`src/rtl/ebs_pkg.sv`:
```
package ebs_pkg;

   typedef enum logic [2:0] {
      ST_IDLE,
      ST_WAIT,
      ST_STROBE,
      ST_WREL,
      ST_TAIL,
      ST_HOLD
   } ebs_state_e;

   localparam logic [1:0] MD_NORMAL = 2'b00;
   localparam logic [1:0] MD_EXTACK = 2'b01;
   localparam logic [1:0] MD_READY  = 2'b10;

   function automatic logic mode_is_input(input logic [1:0] m);
      return (m == MD_EXTACK) || (m == MD_READY);
   endfunction

endpackage

```
`src/rtl/ebs_down_ctr.sv`:
```
module ebs_down_ctr #(
   parameter int W = 4
) (
   input  logic         clk,
   input  logic         rst,
   input  logic         load,
   input  logic [W-1:0] load_val,
   input  logic         dec,
   output logic         zero
);

   logic [W-1:0] cnt_q;

   always_ff @(posedge clk) begin
      if (rst)       cnt_q <= '0;
      else if (load) cnt_q <= load_val;
      else if (dec)  cnt_q <= cnt_q - W'(1);
   end

   assign zero = (cnt_q == '0);

endmodule

```
`src/rtl/ebs_ack_pin.sv`:
```
module ebs_ack_pin (
   input  logic clk,
   input  logic rst,
   input  logic cfg_dyn,
   input  logic busy,
   input  logic lat_dyn,
   input  logic rel_set,
   input  logic rel_clr,
   input  logic pulse,
   output logic ack_oe,
   output logic ack_o
);

   logic rel_q;

   always_ff @(posedge clk) begin
      if (rst)          rel_q <= 1'b0;
      else if (rel_set) rel_q <= 1'b1;
      else if (rel_clr) rel_q <= 1'b0;
   end

   assign ack_oe = (busy ? lat_dyn : cfg_dyn) & ~rel_q;
   assign ack_o  = ~pulse;

   AST_ACK_SINGLE_CLK: assert property (@(posedge clk) disable iff (rst)
      !ack_o |=> ack_o);
   AST_ACK_PULSE_DRIVEN: assert property (@(posedge clk) disable iff (rst)
      !ack_o |-> ack_oe);

endmodule

```
`src/rtl/ext_bus_seq.sv`:
```
module ext_bus_seq
   import ebs_pkg::*;
#(
   parameter int ADDR_W         = 20,
   parameter int DATA_W         = 32,
   parameter int WAIT_W         = 4,
   parameter int HOLD_W         = 2,
   parameter bit READY_ACT_HIGH = 1'b1
) (
   input  logic              clk,
   input  logic              rst,
   input  logic [1:0]        cfg_mode,
   input  logic              cfg_pin_dynamic,
   input  logic [WAIT_W-1:0] cfg_wait,
   input  logic [HOLD_W-1:0] cfg_hold,
   input  logic              req_valid,
   output logic              req_ready,
   input  logic              req_write,
   input  logic [ADDR_W-1:0] req_addr,
   input  logic [DATA_W-1:0] req_wdata,
   output logic              rsp_valid,
   output logic [DATA_W-1:0] rsp_rdata,
   output logic              bus_ce_n,
   output logic              bus_oe_n,
   output logic              bus_we_n,
   output logic [ADDR_W-1:0] bus_addr,
   output logic [DATA_W-1:0] bus_data_o,
   output logic              bus_data_oe,
   input  logic [DATA_W-1:0] bus_data_i,
   output logic              ack_o,
   output logic              ack_oe,
   input  logic              ack_i
);

   localparam int CNT_W = (WAIT_W > HOLD_W) ? WAIT_W : HOLD_W;

   if (ADDR_W < 1 || DATA_W < 1) begin : g_bad_width
      $error("ext_bus_seq: address and data widths must be positive");
   end
   if (WAIT_W < 1 || HOLD_W < 1 || CNT_W > 16) begin : g_bad_cnt
      $error("ext_bus_seq: wait/hold fields must be 1 to 16 bits");
   end

   ebs_state_e        state_q;
   logic              lat_write, lat_dyn;
   logic [1:0]        lat_mode;
   logic [HOLD_W-1:0] lat_hold;
   logic              accept, lat_input, rdy_seen, term;
   logic              ctr_load, ctr_dec, ctr_zero;
   logic [CNT_W-1:0]  ctr_val;

   assign req_ready = (state_q == ST_IDLE);
   assign accept    = req_ready & req_valid;
   assign lat_input = mode_is_input(lat_mode);

   if (READY_ACT_HIGH) begin : g_rdy_high
      assign rdy_seen = ack_i;
   end else begin : g_rdy_low
      assign rdy_seen = ~ack_i;
   end

   always_comb begin
      if (lat_mode == MD_EXTACK)     term = ~ack_i;
      else if (lat_mode == MD_READY) term = rdy_seen;
      else                           term = 1'b1;
   end

   // One counter serves the wait phase and the recovery phase
   always_comb begin
      ctr_load = 1'b0;
      ctr_val  = '0;
      if (accept && cfg_wait != '0) begin
         ctr_load = 1'b1;
         ctr_val  = CNT_W'(cfg_wait) - CNT_W'(1);
      end else if (state_q == ST_TAIL && lat_hold != '0) begin
         ctr_load = 1'b1;
         ctr_val  = CNT_W'(lat_hold) - CNT_W'(1);
      end
   end
   assign ctr_dec = (state_q == ST_WAIT || state_q == ST_HOLD) && !ctr_zero;

   ebs_down_ctr #(.W(CNT_W)) u_ctr (
      .clk      (clk),
      .rst      (rst),
      .load     (ctr_load),
      .load_val (ctr_val),
      .dec      (ctr_dec),
      .zero     (ctr_zero)
   );

   always_ff @(posedge clk) begin
      if (rst) begin
         state_q     <= ST_IDLE;
         bus_ce_n    <= 1'b1;
         bus_oe_n    <= 1'b1;
         bus_we_n    <= 1'b1;
         bus_data_oe <= 1'b0;
         bus_addr    <= '0;
         bus_data_o  <= '0;
         rsp_valid   <= 1'b0;
         rsp_rdata   <= '0;
         lat_write   <= 1'b0;
         lat_dyn     <= 1'b0;
         lat_mode    <= MD_NORMAL;
         lat_hold    <= '0;
      end else begin
         rsp_valid <= 1'b0;
         unique case (state_q)
            ST_IDLE: begin
               if (req_valid) begin
                  lat_write   <= req_write;
                  lat_dyn     <= cfg_pin_dynamic;
                  lat_mode    <= cfg_mode;
                  lat_hold    <= cfg_hold;
                  bus_addr    <= req_addr;
                  bus_data_o  <= req_wdata;
                  bus_ce_n    <= 1'b0;
                  bus_oe_n    <= req_write;
                  bus_we_n    <= ~req_write;
                  bus_data_oe <= req_write;
                  state_q     <= (cfg_wait == '0) ? ST_STROBE : ST_WAIT;
               end
            end
            ST_WAIT: begin
               if (ctr_zero) state_q <= ST_STROBE;
            end
            ST_STROBE: begin
               if (term) begin
                  if (!lat_write) begin
                     rsp_rdata <= bus_data_i;
                     rsp_valid <= 1'b1;
                     bus_ce_n  <= 1'b1;
                     bus_oe_n  <= 1'b1;
                     state_q   <= ST_TAIL;
                  end else if (lat_input) begin
                     rsp_valid <= 1'b1;
                     bus_ce_n  <= 1'b1;
                     bus_we_n  <= 1'b1;
                     state_q   <= ST_TAIL;
                  end else begin
                     state_q   <= ST_WREL;
                  end
               end
            end
            ST_WREL: begin
               rsp_valid <= 1'b1;
               bus_ce_n  <= 1'b1;
               bus_we_n  <= 1'b1;
               state_q   <= ST_TAIL;
            end
            ST_TAIL: begin
               bus_data_oe <= 1'b0;
               state_q     <= (lat_hold == '0) ? ST_IDLE : ST_HOLD;
            end
            ST_HOLD: begin
               if (ctr_zero) state_q <= ST_IDLE;
            end
            default: state_q <= ST_IDLE;
         endcase
      end
   end

   ebs_ack_pin u_pin (
      .clk     (clk),
      .rst     (rst),
      .cfg_dyn (cfg_pin_dynamic),
      .busy    (!req_ready),
      .lat_dyn (lat_dyn),
      .rel_set (accept && mode_is_input(cfg_mode)),
      .rel_clr (state_q == ST_TAIL),
      .pulse   (state_q == ST_STROBE && !lat_input && lat_dyn),
      .ack_oe  (ack_oe),
      .ack_o   (ack_o)
   );

   AST_ADDR_STABLE: assert property (@(posedge clk) disable iff (rst)
      (!bus_ce_n && $past(!bus_ce_n)) |-> $stable(bus_addr));
   AST_STROBE_EXCL: assert property (@(posedge clk) disable iff (rst)
      !(!bus_oe_n && !bus_we_n));
   AST_STROBE_IDLE: assert property (@(posedge clk) disable iff (rst)
      bus_ce_n |-> (bus_oe_n && bus_we_n));
   AST_READY_IDLE: assert property (@(posedge clk) disable iff (rst)
      req_ready |-> (bus_ce_n && !bus_data_oe));
   AST_RSP_ONCE: assert property (@(posedge clk) disable iff (rst)
      rsp_valid |=> !rsp_valid);
   AST_RSP_AFTER_CE: assert property (@(posedge clk) disable iff (rst)
      rsp_valid |-> ($rose(bus_ce_n)));
   AST_PIN_RELEASED: assert property (@(posedge clk) disable iff (rst)
      (!bus_ce_n && lat_input) |-> !ack_oe);
   AST_WDATA_HELD: assert property (@(posedge clk) disable iff (rst)
      $rose(bus_we_n) |-> bus_data_oe);
   AST_STATIC_INPUT: assert property (@(posedge clk) disable iff (rst)
      (!bus_ce_n && !lat_dyn) |-> !ack_oe);

endmodule

```
`config.mk`:
```
export PLATFORM = sky130hd
export DESIGN_NAME = ext_bus_seq
export DESIGN_NICKNAME = d
export VERILOG_FILES = /design/src/rtl/ebs_pkg.sv /design/src/rtl/ebs_down_ctr.sv /design/src/rtl/ebs_ack_pin.sv /design/src/rtl/ext_bus_seq.sv
export SDC_FILE = /design/constraint.sdc
export NUM_CORES = 1
export LEC_CHECK = 0
export BUFFER_PORTS_ARGS = -buffer_cell sky130_fd_sc_hd__buf_2
export CELL_PAD_IN_SITES_DETAIL_PLACEMENT = 0
export CELL_PAD_IN_SITES_GLOBAL_PLACEMENT = 1
export CORE_MARGIN = 2
export CORE_UTILIZATION = 35
export DETAILED_ROUTE_END_ITERATION = 10
export GPL_ROUTABILITY_DRIVEN = 1
export GPL_TIMING_DRIVEN = 1
export PLACE_DENSITY = 0.85
export SLEW_MARGIN = 20
export SYNTH_ARGS = -nofsm -noshare
export SYNTH_HDL_FRONTEND = slang
export SYNTH_HIERARCHICAL = 1
export SYNTH_SLANG_ARGS = --single-unit
export TNS_END_PERCENT = 100
```
`constraint.sdc`:
```
create_clock -name clk -period 5.92 [get_ports clk]
set_input_delay 0 -clock clk [delete_from_list [all_inputs] [get_ports clk]]
set_output_delay 0 -clock clk [all_outputs]
set_load 0.02 [all_outputs]
```
==> qor.csv, run 1 <==
stage,metric,value,unit
floorplan,die_area,12500,um^2
yosys,yosysTopAreaCell,dfxtp_1,
timing,final-setup-viol-count,0,
yosys,synthTopCellsByArea,"dfxtp_1 51%, nand2_1 17%, a21oi_1 12%, clkbuf_1 2.2%, inv_1 1.7%",
setup_path,slowest_delay,1020,ps
clock_network,clk_pin_slew,70,ps
layout,finalNonFillerCells,923,
yosys,synth_commonest_cells,"188 x nand2_1, 103 x dfxtp_1, 101 x a21oi_1, 24 x clkbuf_1, 18 x inv_1",
timing,drv_slew,0,
setup_path,cp.arrival,2830,ps
placement,dp_slack,3280,ps
clock_network,cts.sinks,103,
clock_network,cts_tree,yes,
yosys,synth_top_area_frac,0.508,
global_route,grt_pass1_wl,20000,um
placement,io_buffers,189,
placement,place.gp.congestion,0.856,
routing,dr.pass1.iters,4,
routing,vias_per_cell,4.73,
global_route,overflow,0,
timing,max_slew_margin,0.274,
yosys,muxShareOfSynthArea,0.00493,
setup_path,r2r_cells,4,
placement,placed_cells,819,
clock_network,clock_path_buffers,2,
yosys,synth_area_per_cell,7.81,um^2
placement,hpwl,7230,um
hold_path,min_path_cells,4,
clock_network,htree_levels,3,
power,p_leak,2.80,nW
clock_network,clk_latency,340,ps
timing,min_period_over_period,0.448,
global_route,grt_max_degree,105,
setup_path,crit_fanout,32,
timing,min_period,2650,ps
setup_path,timing.rr.start,state_q[1],
setup_path,critPathKind,flip-flop to flip-flop,
global_route,gr-usage-met1,0.224,
setup_path,crit_required,6100,ps
yosys,synth_edf_count,0,
yosys,synth-xor-area-share,0.0129,
global_route,antenna_found_initial,0,
floorplan,core-area,11400,um^2
yosys,netlist_instances,520,
timing,finalHoldViolCount,0,
setup_path,rrSetupSlack,3270,ps
global_route,grt_pass1_vias,4413,
hold_path,min_to,u_ctr/cnt_q[0],
yosys,synth-compound-area-share,0.156,
setup_path,reg2reg_to,rsp_rdata[14],
layout,n_antenna_cell,0,
clock_network,cts_buffers,9,
layout,nets,880,
power,peakVddDrop,0.259,mV
timing,fin_hold_ws,64.6,ps
global_route,track_usage,0.195,
routing,ant_nets,0,
global_route,grtUsageMet3,0.0555,
setup_path,startpoint_type,flip-flop,
timing,worst_pin_slew,1090,ps
floorplan,row_count,39,
yosys,yosysSeqAreaShare,0.508,
routing,routedWlPerCell,13.1,um
layout,drive_above_1_share,0.273,
yosys,yosysWarningCount,6,
yosys,synth_top_family_by_area,simple AND/OR/NAND/NOR gates,
timing,finalSetupTns,0,ps
clock_network,cts_resized,0,
floorplan,io_pins,190,
yosys,ys_seq_elements,103,
floorplan,die_height,112,um
setup_path,crit_chain,or3b_1 -> or4_1 -> nand2_1 -> a21oi_1,
routing,dr.first_iter.drc_count,218,
timing,rsz0062_at_grt,false,
power,fin_total_pwr,2.40,mW
routing,drc,0,
timing,layout_setup_ws,3270,ps
routing,vias,4364,
routing,finalWirelength,12100,um
yosys,synth_fa_ha_area_frac,0.0154,
yosys,yosys.area_share.simple,0.245,
yosys,synth_ff_type,dfxtp_1,
timing,fmax,377,MHz
global_route,use_met2,0.340,
floorplan,die_x,112,um
yosys,synth-async-reset-ratio,0,
hold_path,min_path_type,primary input to flip-flop,
layout,nFillCells,1029,
setup_path,crit_slowest_cell,or4_1,
setup_path,end_kind,flip-flop,
global_route,top_usage_layer,met2,
setup_path,worst-path-buf-inv,0,
hold_path,hold_start,cfg_wait[0],
yosys,yosysMostFrequentCell,nand2_1,
power,p_per_area,383,nW/um^2
floorplan,start_util,0.357,
flow_run,max_cap_viol_count,0,
clock_network,clockRootBuffer,clkbuf_16,
yosys,synth_cell_types,43,
timing,fin_worst_skew,3.75,ps
setup_path,cp_top_family,simple AND/OR/NAND/NOR gates,
yosys,syn_area,4060,um^2
yosys,syn-num-nets,623,
layout,syn_to_final_growth,53.9,%
status,status,"complete, no violations",
## worst min-delay path, stage by stage
cell and delay (ps):
buf_2 100, o22ai_1 90, mux2i_1 130, nor2_1 50
## timing repair
item | 4_1_cts | 5_1_grt
buffers inserted | 0 | 0
hold buffers | 90 | 0
endpoints found under the hold margin | 93 | 0
## registers in the layout, summed over array words and instances (netlist names)
| name | flops |
|---|---|
| bus_data_o | 32 |
| lat_dyn | 1 |
| bus_addr | 20 |
| bus_ce_n | 1 |
| bus_data_oe | 1 |
| bus_we_n | 1 |
| state_q | 3 |
| bus_oe_n | 1 |
| rsp_rdata | 32 |
| u_pin/rel_q | 1 |
| lat_mode | 2 |
| lat_hold | 2 |
| u_ctr/cnt_q | 4 |
| rsp_valid | 1 |
| lat_write | 1 |
## how the worst max path moves through the flow
stage | startpoint | endpoint | slack (ps) | cells past startpoint
global placement | state_q[1] | rsp_rdata[9] | 3370 | 4
floorplan | state_q[0] | u_ctr/cnt_q[0] | 3970 | 7
finish | state_q[1] | rsp_rdata[14] | 3270 | 4
global route | state_q[1] | rsp_rdata[15] | 3110 | 4
CTS | state_q[1] | rsp_rdata[5] | 3260 | 4
detailed placement | state_q[1] | rsp_rdata[5] | 3280 | 4
## kinds of logic after synthesis
| kind of cell | after synthesis |
|---|---|
| simple gates | 233 |
| fa+ha+maj | 5 |
| compound gates | 118 |
| xor+xnor | 6 |
| mux | 2 |
| flops | 103 |
| buf+inv | 53 |
## per-layer routing
layer | wire, um | part of all wire | vias to the layer above
met2 | 5800 | 0.48 | 168
met4 | 282 | 0.023 | 0
met5 | 0 | 0 | -
met3 | 963 | 0.080 | 24
met1 | 5040 | 0.42 | 1969
li1 | - | - | 2203
## layout make-up
cell class | instances | area, um^2 | share of cell area
sequential | 103 | 2060 | 0.330
timing repair buffer | 281 | 1860 | 0.298
tap | 143 | 179 | 0.0286
clock buffer | 11 | 243 | 0.0388
inverter | 18 | 67.6 | 0.0108
multi-input combinational | 364 | 1790 | 0.286
clock inverter | 3 | 43.8 | 0.00701
## per-stage QoR
step / cell area [um^2] / util
after floorplan: 4060 / -
after global placement: 5060 / 0.445
after detailed placement: 5060 / 0.445
after CTS: 6240 / 0.549
after global routing: 6250 / 0.550
final: 6250 / 0.550
## power breakdown
group | internal [mW] | switching (mW) | total, mW
Clock | 0.336 | 0.252 | 0.588
Sequential | 0.823 | 0.0965 | 0.919
Combinational | 0.332 | 0.556 | 0.888
Total | 1.49 | 0.905 | 2.40
## cell usage in the layout, fill, tap and decap left out, drive strengths merged, types with 2 or more instances in the layout
| cell | count |
|---|---|
| mux2i | 2 |
| inv | 19 |
| or3b | 3 |
| or3 | 2 |
| nor4b | 2 |
| or2 | 2 |
| a21oi | 102 |
| o31ai | 2 |
| dfxtp | 103 |
| clkbuf | 11 |
| nand2b | 2 |
| buf | 191 |
| ha | 5 |
| nand2 | 188 |
| nor2b | 3 |
| o22ai | 3 |
| nor2 | 17 |
| dlygate4sd3 | 90 |
| o21a | 2 |
| nor3b | 4 |
| xnor2 | 4 |
| xor2 | 2 |
| or4 | 2 |
| nand3b | 2 |
Note: power is estimated with default switching activity, not from simulation.
==> run 2, diff against run 1 <==
--- a/config.mk
+++ b/config.mk
@@ -9,11 +9,11 @@
 export CELL_PAD_IN_SITES_DETAIL_PLACEMENT = 0
 export CELL_PAD_IN_SITES_GLOBAL_PLACEMENT = 1
 export CORE_MARGIN = 2
-export CORE_UTILIZATION = 35
+export CORE_UTILIZATION = 32
 export DETAILED_ROUTE_END_ITERATION = 10
 export GPL_ROUTABILITY_DRIVEN = 1
 export GPL_TIMING_DRIVEN = 1
-export PLACE_DENSITY = 0.85
+export PLACE_DENSITY = 0.79
 export SLEW_MARGIN = 20
 export SYNTH_ARGS = -nofsm -noshare
 export SYNTH_HDL_FRONTEND = slang
==> constraint.sdc (replaced) <==
create_clock -name clk -period 2.6 [get_ports clk]
set_input_delay 0 -clock clk [delete_from_list [all_inputs] [get_ports clk]]
set_output_delay 0 -clock clk [all_outputs]
set_load 0.02 [all_outputs]
==> qor.csv, run 2 (synthesis results as in run 1) <==
stage,metric,value,unit,change
status,status,"complete, no violations",,
layout,nets,885,,+0.57%
routing,routedWlPerCell,12.4,um,-5.3%
timing,rsz0062_at_grt,false,,
layout,nFillCells,1213,,+18%
setup_path,startpoint_type,flip-flop,,
routing,finalWirelength,11900,um,-1.8%
setup_path,critPathKind,flip-flop to flip-flop,,
routing,dr.first_iter.drc_count,155,,-29%
global_route,antenna_found_initial,0,,unchanged
layout,final_cell_mix,"188 x buf_2, 187 x nand2_1, 103 x dfxtp_1",,
timing,worst_pin_slew,797,ps,-291 ps
clock_network,clk_pin_slew,60,ps,about the same
placement,hpwl,7490,um,+3.5%
floorplan,die_height,117,um,+4.4%
floorplan,die_x,117,um,+4.4%
global_route,grt_pass1_vias,4070,,-7.8%
clock_network,cts_buffers,9,,unchanged
routing,vias,4348,,-0.37%
routing,dr.pass1.iters,7,,+3
timing,finalSetupTns,0,ps,unchanged
global_route,grt_max_degree,77,,-27%
placement,io_buffers,189,,unchanged
timing,min_period_over_period,0.799,,+0.351
placement,place.gp.congestion,0.811,,-5.2%
setup_path,crit_chain,or3b_1 -> or4_1 -> buf_4 -> nand2_1 -> a21oi_1,,
power,peakVddDrop,0.477,mV,+84%
power,p_leak,2.82,nW,+0.69%
clock_network,cts.sinks,103,,unchanged
floorplan,start_util,0.324,,-0.0327
routing,vias_per_cell,4.54,,-3.9%
global_route,grt_pass1_wl,18800,um,-6.0%
setup_path,crit_required,2790,ps,-3310 ps
setup_path,crit_slowest_cell,or3b_1,,
layout,final_common_cell,buf_2,,
timing,fin_worst_skew,6.14,ps,+2.39 ps
hold_path,min_path_type,primary input to flip-flop,,
clock_network,clockRootBuffer,clkbuf_16,,
setup_path,end_kind,flip-flop,,
flow_run,max_cap_viol_count,0,,unchanged
layout,drive_above_1_share,0.275,,+0.00208
setup_path,crit_fanout,32,,unchanged
timing,finalHoldViolCount,0,,unchanged
global_route,track_usage,0.174,,-0.0213
floorplan,core-area,12500,um^2,+10%
clock_network,cts_tree,yes,,
clock_network,htree_levels,3,,unchanged
layout,n_antenna_cell,0,,unchanged
floorplan,die_area,13600,um^2,+9.0%
layout,reg_top3,"bus_data_o (32), rsp_rdata (32), bus_addr (20)",,
global_route,overflow,0,,unchanged
timing,max_slew_margin,0.469,,+0.194
floorplan,io_pins,190,,unchanged
floorplan,row_count,41,,+5.1%
power,fin_total_pwr,5.44,mW,+130%
routing,ant_nets,0,,unchanged
setup_path,slowest_delay,550,ps,-470 ps
routing,drc,0,,unchanged
power,p_per_area,861,nW/um^2,+120%
setup_path,cp.arrival,2270,ps,-560 ps
timing,drv_slew,0,,unchanged
timing,final-setup-viol-count,0,,unchanged
clock_network,clock_path_buffers,2,,unchanged
timing,min_period,2080,ps,-573 ps
layout,syn_to_final_growth,55.7,%,
clock_network,clk_latency,340,ps,about the same
timing,fmax,481,MHz,+28%
-- run 2: changes by cell type in the layout (fill, tap and decap cells not counted), sizes merged --
cell    before  now
buf        191  196
clkbuf      11   13
clkinv       1    0
inv         19   18
-- run 2: critical path: cells and delay by family (launching register included) --
kind | cells | cell delay (ps)
AOI/OAI and AO/OA | 1 | 60
buffers and inverters | 1 | 250
DFF | 1 | 430
and+or+nand+nor | 3 | 1180
-- run 2: metal layers --
metal  global-route usage  up-vias  wire [um]
met5                    0        -          0
met4               0.0769        0        269
met3               0.0529       19        876
met2                0.293      149       5660
met1                0.205     1972       5070
li1                     -     2208          -
-- run 2: path summary, 6_finish.rpt --
check / start / endpoint / slack, ps / cells past startpoint
worst max-delay path: state_q[0] / rsp_rdata[18] / 520 / 5
worst min-delay path: cfg_wait[0] / u_ctr/cnt_q[0] / 60 / 4
worst max register to register: state_q[0] / rsp_rdata[18] / 520 / 5
worst min register to register: rsp_rdata[28] / rsp_rdata[28] / 450 / 2
-- run 2: timing repair --
item	CTS	global route
hold buffers	90	0
hold endpoints to repair	93	0
gates resized for setup	0	0
buffers inserted	0	0
-- run 2: layout make-up --
cell class              count  area [um^2]  share of cell area
well taps                 172          215              0.0340
flip-flops and latches    103         2060               0.326
multi-input cells         364         1780               0.282
clock buffers              13          250              0.0396
repair buffers            286         1910               0.303
clock inverters             1         30.0             0.00475
inverters                  18         67.6              0.0107
-- run 2: where the power goes --
part / switching [mW] / leakage (nW) / total (mW) / internal (mW)
registers: 0.210 / 0.841 / 2.08 / 1.87
clock network: 0.547 / 0.136 / 1.31 / 0.763
logic: 1.26 / 1.85 / 2.05 / 0.792
total: 2.01 / 2.82 / 5.44 / 3.43
-- run 2: stage by stage --
stage                     hold slack (ps)  area (um^2)  cells  setup WS (ps)   util
after floorplan                      62.4         4060    520            654      -
after global routing                  131         6320    957            387  0.505
after CTS                            51.0         6320    957            526  0.505
after global placement                239         5140    853            576  0.411
after detailed placement              247         5140    853            526  0.411
final                                63.4         6320    957            522  0.505
==> run 3, diff against run 2 <==
==> constraint.sdc (replaced) <==
create_clock -name clk -period 2 [get_ports clk]
set_input_delay 0 -clock clk [delete_from_list [all_inputs] [get_ports clk]]
set_output_delay 0 -clock clk [all_outputs]
set_load 0.02 [all_outputs]
==> qor.csv, run 3 (synthesis results as in run 1) <==
stage,metric,value,unit,change
global_route,antenna_found_initial,0,,unchanged
clock_network,cts_resized,0,,unchanged
clock_network,clk_latency,340,ps,about the same
global_route,overflow,0,,unchanged
layout,nets,890,,+0.56%
placement,io_buffers,189,,unchanged
setup_path,end_kind,flip-flop,,
setup_path,startpoint_type,flip-flop,,
clock_network,cts_tree,yes,,
routing,vias_per_cell,4.58,,+0.80%
floorplan,die_x,117,um,unchanged
layout,seq_area,2060,um^2,unchanged
timing,fin_worst_skew,4.67,ps,-1.46 ps
setup_path,critPathKind,flip-flop to flip-flop,,
floorplan,start_util,0.324,,unchanged
flow_run,max_cap_viol_count,0,,unchanged
setup_path,worst-path-buf-inv,1,,unchanged
floorplan,row_count,41,,unchanged
routing,dr.pass1.iters,4,,-3
routing,drc,0,,unchanged
setup_path,cp.depth,5,,unchanged
layout,drive_above_1_share,0.283,,+0.00767
setup_path,crit_slowest_cell,or4_1,,
floorplan,die_area,13600,um^2,unchanged
layout,final_cell_mix,"188 x buf_2, 187 x nand2_1, 103 x dfxtp_1",,
hold_path,min_path_type,primary input to flip-flop,,
setup_path,crit_chain,or3b_1 -> or4_1 -> buf_12 -> nand2_1 -> a21oi_1,,
timing,finalHoldViolCount,0,,unchanged
global_route,track_usage,0.181,,+0.00744
setup_path,crit_fanout,32,,unchanged
routing,finalWirelength,12200,um,+2.8%
timing,final-setup-viol-count,0,,unchanged
power,peakVddDrop,0.564,mV,+18%
setup_path,slowest_delay,590,ps,+40 ps
timing,finalSetupTns,0,ps,unchanged
layout,syn_to_final_growth,59.2,%,
global_route,grt_max_degree,62,,-19%
global_route,grt_pass1_vias,4383,,+7.7%
clock_network,htree_levels,3,,unchanged
clock_network,clk_pin_slew,70,ps,about the same
layout,n_antenna_cell,0,,unchanged
hold_path,min_path_cells,4,,unchanged
timing,fmax,533,MHz,+11%
routing,vias,4415,,+1.5%
placement,place_area,5200,um^2,+1.2%
routing,dr.first_iter.drc_count,128,,-17%
placement,hpwl,7760,um,+3.7%
global_route,grt_pass1_wl,19700,um,+4.6%
layout,nFillCells,1209,,-0.33%
setup_path,r2r_cells,5,,unchanged
timing,min_period_over_period,0.937,,+0.138
setup_path,cp_top_family,simple AND/OR/NAND/NOR gates,,
routing,ant_nets,0,,unchanged
routing,routedWlPerCell,12.7,um,+2.0%
setup_path,cp.arrival,2100,ps,-170 ps
layout,final_common_cell,buf_2,,
setup_path,crit_required,2230,ps,-560 ps
power,p_per_area,1180,nW/um^2,+37%
timing,fin_hold_ws,86.5,ps,+23.1 ps
layout,reg_top3,"bus_data_o (32), rsp_rdata (32), bus_addr (20)",,
floorplan,io_pins,190,,unchanged
timing,min_period,1870,ps,-204 ps
status,status,"complete, no violations",,
layout,multi_input_area,1780,um^2,unchanged
timing,rsz0062_at_grt,false,,
clock_network,cts.sinks,103,,unchanged
floorplan,die_height,117,um,unchanged
timing,max_slew_margin,0.563,,+0.0945
timing,drv_slew,0,,unchanged
floorplan,core-area,12500,um^2,unchanged
power,p_leak,2.90,nW,+2.5%
clock_network,cts_buffers,9,,unchanged
clock_network,clock_path_buffers,2,,unchanged
layout,final_area,6470,um^2,+2.3%
clock_network,clockRootBuffer,clkbuf_16,,
timing,worst_pin_slew,655,ps,-142 ps
placement,place.gp.congestion,0.821,,+1.3%
## run 3: changes by cell type in the layout (fill, tap and decap cells not counted), sizes merged
cell and delta:
inv +1, buf +5, clkbuf -2, bufinv +3
## run 3: tightest hold or removal path, delay by kind of cell
kind	cells	cell delay, ps
compound gates	1	90
buf+inv	1	100
simple gates	1	60
mux	1	130
## run 3: layer usage
metal / global-route usage / share of wire / vias up
li1: - / - / 2220
met1: 0.203 / 0.42 / 2048
met2: 0.332 / 0.50 / 135
met3: 0.0509 / 0.070 / 12
met4: 0.0604 / 0.014 / 0
met5: 0 / 0 / -
## run 3: what timing repair did
action | 4_1_cts | 5_1_grt
endpoints found under the hold margin | 92 | 0
hold buffers | 90 | 0
buffers inserted | 0 | 0
## run 3: worst paths after layout
| path | start | slack [ps] | to |
|---|---|---|---|
| max | state_q[1] | 130 | rsp_rdata[14] |
| max reg2reg | state_q[1] | 130 | rsp_rdata[14] |
| min | cfg_wait[0] | 90 | u_ctr/cnt_q[0] |
| min reg2reg | rsp_rdata[23] | 450 | rsp_rdata[23] |
## run 3: area by class of cell
class	instances	area share
multi-input cells	364	0.276
repair buffers	291	0.306
clock inverters	5	0.0199
clock buffers	11	0.0360
flip-flops and latches	103	0.319
inverters	18	0.0104
well taps	172	0.0333
## run 3: per-stage QoR
stage          setup WS (ps)   util  instances  power (mW)
4_1_cts                  138  0.517        964        7.67
3_3_place_gp             196  0.416        858        5.34
6_report                 125  0.517        964        7.60
3_5_place_dp             156  0.416        858        5.40
5_1_grt                 18.0  0.517        964        8.11
2_1_floorplan           53.7      -        520        4.51
## run 3: power breakdown
group | leakage (nW) | switching [mW] | total (mW) | internal, mW
combinational | 1.88 | 1.72 | 2.82 | 1.10
sequential | 0.841 | 0.236 | 2.67 | 2.44
clock | 0.174 | 0.761 | 2.12 | 1.36
total | 2.90 | 2.71 | 7.60 | 4.89
